--- config.mk ---
export PLATFORM = sky130hd
export DESIGN_NAME = pwrup_seq_top
export DESIGN_NICKNAME = d
export VERILOG_FILES = /design/src/rtl/pwrup_seq_pkg.sv /design/src/rtl/step_counter.sv /design/src/rtl/adclk_divider.sv /design/src/rtl/startup_fsm.sv /design/src/rtl/pwrup_seq_top.sv
export SDC_FILE = /design/constraint.sdc
export NUM_CORES = 1
export LEC_CHECK = 0
export BUFFER_PORTS_ARGS = -buffer_cell sky130_fd_sc_hd__buf_2
export CAP_MARGIN = 15
export CORE_ASPECT_RATIO = 1.4
export CORE_MARGIN = 2
export CORE_UTILIZATION = 50
export CTS_BUF_LIST = sky130_fd_sc_hd__clkbuf_8 sky130_fd_sc_hd__clkbuf_16
export DETAILED_ROUTE_END_ITERATION = 7
export PLACE_DENSITY = 0.71
export SKIP_LAST_GASP = 1
export SLEW_MARGIN = 20
export SYNTH_ARGS = -nofsm -noshare
export SYNTH_HDL_FRONTEND = slang
export SYNTH_SLANG_ARGS = --single-unit
--- constraint.sdc ---
create_clock -name clk_in -period 3.6 [get_ports clk_in]
set_input_delay 0.18 -clock clk_in [delete_from_list [all_inputs] [get_ports clk_in]]
set_output_delay 0.18 -clock clk_in [all_outputs]
set_load 0.005 [all_outputs]
--- src/rtl/pwrup_seq_pkg.sv ---
`timescale 1ns/1ps
package pwrup_seq_pkg;

  typedef enum logic [2:0] {
    ST_IDLE     = 3'd0,
    ST_WAIT_CFG = 3'd1,
    ST_SETTLE   = 3'd2,
    ST_CALIB    = 3'd3,
    ST_READY    = 3'd4
  } seq_state_t;

  // Settling length with zero promoted to one cycle.
  function automatic logic [31:0] min_one(input logic [31:0] v);
    return (v == 32'd0) ? 32'd1 : v;
  endfunction

endpackage

--- src/rtl/step_counter.sv ---
`timescale 1ns/1ps
module step_counter #(
  parameter int W = 8
) (
  input  logic         clk,
  input  logic         rst,
  input  logic         clr,
  input  logic         inc,
  output logic [W-1:0] count
);

  always_ff @(posedge clk) begin
    if (rst || clr)
      count <= '0;
    else if (inc)
      count <= count + 1'b1;
  end

  // Callers bound their counts below the counter range.
  p_no_wrap_r7: assert property (@(posedge clk) disable iff (rst)
    (inc && !clr) |=> (count != '0));

endmodule

--- src/rtl/adclk_divider.sv ---
`timescale 1ns/1ps
module adclk_divider #(
  parameter int RATIO_LO = 2,
  parameter int RATIO_HI = 3
) (
  input  logic clk,
  input  logic rst,
  input  logic div_hi,
  output logic adclk
);

  localparam int PW = $clog2(RATIO_HI);

  logic          mode_hi_q;
  logic [PW-1:0] phase_q;
  logic [PW-1:0] phase_last;
  logic [PW-1:0] phase_nxt;

  assign phase_last = mode_hi_q ? PW'(RATIO_HI - 1) : PW'(RATIO_LO - 1);
  assign phase_nxt  = (phase_q == phase_last) ? '0 : phase_q + 1'b1;

  always_ff @(posedge clk) begin
    if (rst) begin
      mode_hi_q <= div_hi;       // ratio latched only in reset
      phase_q   <= '0;
      adclk     <= 1'b0;
    end else begin
      phase_q   <= phase_nxt;
      adclk     <= (phase_nxt == '0);
    end
  end

  p_mode_frozen_r3: assert property (@(posedge clk) disable iff (rst)
    !rst |=> $stable(mode_hi_q));

  p_one_high_r1: assert property (@(posedge clk) disable iff (rst)
    adclk |=> !adclk);

  p_hi_gap_r2: assert property (@(posedge clk) disable iff (rst)
    (adclk && mode_hi_q) |=> (!adclk ##1 !adclk));

  p_phase_range_r2: assert property (@(posedge clk) disable iff (rst)
    phase_q <= phase_last);

endmodule

--- src/rtl/startup_fsm.sv ---
`timescale 1ns/1ps
module startup_fsm
  import pwrup_seq_pkg::*;
#(
  parameter int GAP_CLKS    = 6,
  parameter int CAL_PERIODS = 40000,
  parameter int SETTLE_W    = 24
) (
  input  logic                clk,
  input  logic                rst,
  input  logic                cfg_loaded,
  input  logic [SETTLE_W-1:0] settle_cycles,
  input  logic                sample_hi,
  output logic                cal_busy,
  output logic                seq_ready
);

  localparam int CW = $clog2(CAL_PERIODS + 1);

  seq_state_t          st_q, st_nxt;
  logic [SETTLE_W-1:0] len_q;
  logic [SETTLE_W-1:0] ph_cnt;
  logic [CW-1:0]       cal_cnt;
  logic                ph_clr, ph_inc, cal_clr, cal_inc, len_load;

  step_counter #(.W(SETTLE_W)) u_phase_cnt (
    .clk(clk), .rst(rst), .clr(ph_clr), .inc(ph_inc), .count(ph_cnt)
  );

  step_counter #(.W(CW)) u_cal_cnt (
    .clk(clk), .rst(rst), .clr(cal_clr), .inc(cal_inc), .count(cal_cnt)
  );

  always_comb begin
    st_nxt   = st_q;
    ph_clr   = 1'b0;
    ph_inc   = 1'b0;
    cal_clr  = 1'b0;
    cal_inc  = 1'b0;
    len_load = 1'b0;
    case (st_q)
      ST_IDLE: begin
        if (ph_cnt == SETTLE_W'(GAP_CLKS - 1)) begin
          st_nxt = ST_WAIT_CFG;
          ph_clr = 1'b1;
        end else begin
          ph_inc = 1'b1;
        end
      end
      ST_WAIT_CFG: begin
        if (cfg_loaded) begin
          st_nxt   = ST_SETTLE;
          ph_clr   = 1'b1;
          len_load = 1'b1;
        end
      end
      ST_SETTLE: begin
        if (ph_cnt == len_q - 1'b1) begin
          st_nxt  = ST_CALIB;
          cal_clr = 1'b1;
        end else begin
          ph_inc = 1'b1;
        end
      end
      ST_CALIB: begin
        if (sample_hi) begin
          if (cal_cnt == CW'(CAL_PERIODS - 1))
            st_nxt = ST_READY;
          else
            cal_inc = 1'b1;
        end
      end
      ST_READY: st_nxt = ST_READY;
      default:  st_nxt = ST_IDLE;
    endcase
  end

  always_ff @(posedge clk) begin
    if (rst) begin
      st_q      <= ST_IDLE;
      len_q     <= SETTLE_W'(1);
      cal_busy  <= 1'b0;
      seq_ready <= 1'b0;
    end else begin
      st_q      <= st_nxt;
      cal_busy  <= (st_nxt == ST_CALIB);
      seq_ready <= (st_nxt == ST_READY);
      if (len_load)
        len_q <= SETTLE_W'(min_one(32'(settle_cycles)));
    end
  end

  p_no_early_cfg_r5: assert property (@(posedge clk) disable iff (rst)
    (st_q == ST_IDLE) |=> (st_q != ST_SETTLE));

  p_settle_bound_r6: assert property (@(posedge clk) disable iff (rst)
    (st_q == ST_SETTLE) |-> (ph_cnt < len_q));

  p_cal_bound_r7: assert property (@(posedge clk) disable iff (rst)
    cal_cnt < CW'(CAL_PERIODS));

  p_exclusive_r8: assert property (@(posedge clk) disable iff (rst)
    !(cal_busy && seq_ready));

  p_ready_holds_r8: assert property (@(posedge clk) disable iff (rst)
    seq_ready |=> seq_ready);

  p_ready_from_cal_r8: assert property (@(posedge clk) disable iff (rst)
    $rose(seq_ready) |-> $past(cal_busy));

  p_cfg_late_ignored_r10: assert property (@(posedge clk) disable iff (rst)
    (st_q == ST_CALIB) |=> (st_q == ST_CALIB || st_q == ST_READY));

endmodule

--- src/rtl/pwrup_seq_top.sv ---
`timescale 1ns/1ps
module pwrup_seq_top #(
  parameter int GAP_CLKS    = 6,
  parameter int CAL_PERIODS = 40000,
  parameter int SETTLE_W    = 24
) (
  input  logic                clk_in,
  input  logic                rst,
  input  logic                div3_mode,
  input  logic                cfg_loaded,
  input  logic [SETTLE_W-1:0] settle_cycles,
  output logic                adclk,
  output logic                cal_busy,
  output logic                seq_ready
);

  adclk_divider #(.RATIO_LO(2), .RATIO_HI(3)) u_div (
    .clk(clk_in), .rst(rst), .div_hi(div3_mode), .adclk(adclk)
  );

  startup_fsm #(
    .GAP_CLKS(GAP_CLKS), .CAL_PERIODS(CAL_PERIODS), .SETTLE_W(SETTLE_W)
  ) u_fsm (
    .clk(clk_in), .rst(rst), .cfg_loaded(cfg_loaded),
    .settle_cycles(settle_cycles), .sample_hi(adclk),
    .cal_busy(cal_busy), .seq_ready(seq_ready)
  );

  p_reset_quiet_r4: assert property (@(posedge clk_in)
    $past(rst) |-> (!cal_busy && !seq_ready));

endmodule

==> reports/results.tsv <==
metric	value	unit
rsz0062_at_grt	no	
yosysTopAreaCell	dfxtp_1	
clock_latency	0.34	ns
tightest_slew	0.9441	ns
numCtsBuffers	9	
synth_area_leaders	dfxtp_1 (34%), nand2_1 (6.7%), xnor2_1 (5.8%)	
path_max_fanout	41	
status	finished, final reports clean	
cp.arrival	3.52	ns
fin_crit_sh	90.42	%
peakVddDrop	0.0003314	V
postRouteAntennaNets	0	
wl_per_cell	16.52	um
p_per_area	418.0	nW/um2
overflow	0	
port_buffers	30	
gp_congestion	0.9348	
final_util	58.22	%
p_sw	0.4512	mW
hold_path_class	in2reg	
routed_wl	10710	um
synth-seq-cells	73	
nNetsFinal	573	
clockBufferDepth	2	
setup_violations	0	
fmax	307.2	MHz
synth_edf_count	1	
combPwrFrac	7.6	%
pwr-share-seq	43.0	%
fillers	754	
rrSetupSlack	0.34	ns
htree_levels	3	
switching_share	22.75	%
synth_cells	523	
multi_input_area	2560	um2
holdPathStages	1	
min_period	3.255	ns
coreArea	8149	um2
insertedDiodeCount	0	
regArea	1471	um2
postCtsSetupBuffers	0	
die_w	81.41	um
path_class	reg2reg	
track_usage	25.09	%
syn_area_per_cell	8.019	um2
synth_top_area_share	34.37	%
p_clk_share	49.4	%
dp_hpwl	7678	um
rr_worst_depth	11	
path_clk_slew	0.06	ns
synthArstFlopShare	0	%
seq_area_frac_synth	35.08	%
cts_tree	yes	
grt_pass1_vias	3847	
root_buffer	clkbuf_16	
tns	0	ns
grt_pass1_wl	17890	um
yosys-top-cells-count	nand2_1 (75), dfxtp_1 (72), a21oi_1 (45)	
critPathRequiredTime	3.86	ns
dr.pass1.iters	4	
ys_warn_count	0	
synth_nets	555	
intPower	1.532	mW
start_util	51.47	%
finalMaxSlewViolations	0	
die_h	112.4	um
via_per_inst	6.066	
syn_area	4194	um2
grt_max_degree	51	
fin_skew	0.007481	ns
synth.most_common_cell	nand2_1	
cellLeakagePower	1.704	nW
synth_cell_types	57	
slew_headroom	37.06	%
die_area	9147	um2
drt_iter0_drc	235	
cts_sinks	73	
start_kind	register	
vias	3931	
antenna_found_initial	0	
drv_cap	0	
drc_errors	0	
syn_to_final_growth	13.13	%
ys.flop_type	dfxtp_1	
num_io_pins	31	
hold_violations	0	
drive_above_1_share	11.90	%
rows	39	
crit_path_end_kind	register	
what timing repair did:
action	in CTS	in global routing
gates resized for setup	0	1
endpoints found under the setup margin	0	1
hold buffers	0	0
flip-flops by register name, summed over array words and instances (netlist names):
name and count:
u_fsm.u_cal_cnt.count 16, u_fsm.cal_busy 1, u_fsm.len_q 24, u_div.adclk 1, u_fsm.st_q 3, u_div.mode_hi_q 1, u_div.phase_q 2, u_fsm.u_phase_cnt.count 24
u_fsm.seq_ready 1
logic make-up (layout without fill, tap and decap cells):
group           Yosys count  in the layout  share of synthesized area (%)
xor+xnor                 50             50                          10.77
mux                       4              4                         0.9547
compound gates          111            111                          16.80
fa+ha+maj                 4              4                          1.193
buf+inv                  39             62                          3.997
simple gates            242            242                          31.21
flops                    73             73                          35.08
metal layers:
layer / vias to the layer above / share of wire [%] / GRT usage, %
met4: 0 / 3.5 / 14.35
li1: 1972 / - / -
met5: - / 0 / 0
met3: 33 / 3.2 / 3.617
met1: 1843 / 41 / 27.78
met2: 83 / 52 / 44.32
worst max-delay path: stages, from the launching register on:
cell and delay, ns:
dfxtp_1 0.35, inv_1 0.07, ha_1 0.22, or3b_2 0.50, nor4_1 0.24, or4b_1 0.46, o311a_1 0.29, nand4b_1 0.12
nor3_2 0.06, buf_6 0.20, or4_1 0.51, a21oi_1 0.15
worst paths after layout:
path,start,end
worst min-delay path,div3_mode,u_div.mode_hi_q$_DFFE_PP_
worst max-delay path,u_fsm.len_q[0]$_SDFFE_PP1P_,u_fsm.u_phase_cnt.count[21]$_SDFFE_PP0P_
worst max register to register,u_fsm.len_q[0]$_SDFFE_PP1P_,u_fsm.u_phase_cnt.count[21]$_SDFFE_PP0P_
worst min register to register,u_fsm.len_q[23]$_SDFFE_PP0P_,u_fsm.len_q[23]$_SDFFE_PP0P_
placed cells by master, fill, tap and decap left out, types with 4 or more instances in the layout:
cell type / synthesis / routed
o21ai_0: 16 / 16
and4_1: 5 / 5
and3_1: 12 / 12
xor2_1: 21 / 21
o211ai_1: 9 / 9
nor3_1: 18 / 17
nand2_1: 75 / 75
nand3b_1: 5 / 5
or4_1: 15 / 15
nor3b_1: 6 / 6
or3_1: 14 / 14
nand2b_1: 5 / 5
a211oi_1: 19 / 19
buf_2: 5 / 30
dfxtp_1: 72 / 72
ha_1: 4 / 4
clkbuf_16: 0 / 9
buf_4: 0 / 10
nor4_1: 16 / 16
xnor2_1: 28 / 28
nand3_1: 15 / 15
a21oi_1: 45 / 45
nand4_1: 20 / 20
inv_1: 5 / 5
nor2_1: 22 / 22
mux2i_1: 4 / 4
through the flow:
stage	worst slack (ns)	area, um2	instances	total power, mW	hold slack [ns]
global route	0.05000	4745	648	2.054	0.007278
detailed placement	0.2946	4410	632	1.017	0.3587
finish	0.3450	4745	648	1.983	0.01576
CTS	0.2818	4741	648	2.001	0.004852
floorplan	0.6211	4194	523	0.9676	0.2643
global placement	0.3517	4410	632	1.014	0.3611
power by group through the flow:
stage	clock network, mW	registers (mW)	logic, mW
finish	0.980	0.852	0.151
global route	1.03	0.856	0.169
CTS	1.00	0.852	0.149
detailed placement	0	0.870	0.148
global placement	0	0.869	0.145
floorplan	0	0.858	0.110
area by class of cell:
cell class,instances,share of cell area (%)
Tap cell,102,2.690
Clock inverter,5,1.635
Clock buffer,11,5.327
Sequential cell,73,31.01
Timing Repair Buffer,41,4.984
Inverter,5,0.3956
Multi-Input combinational cell,411,53.96
(Power assumes the default switching activity.)
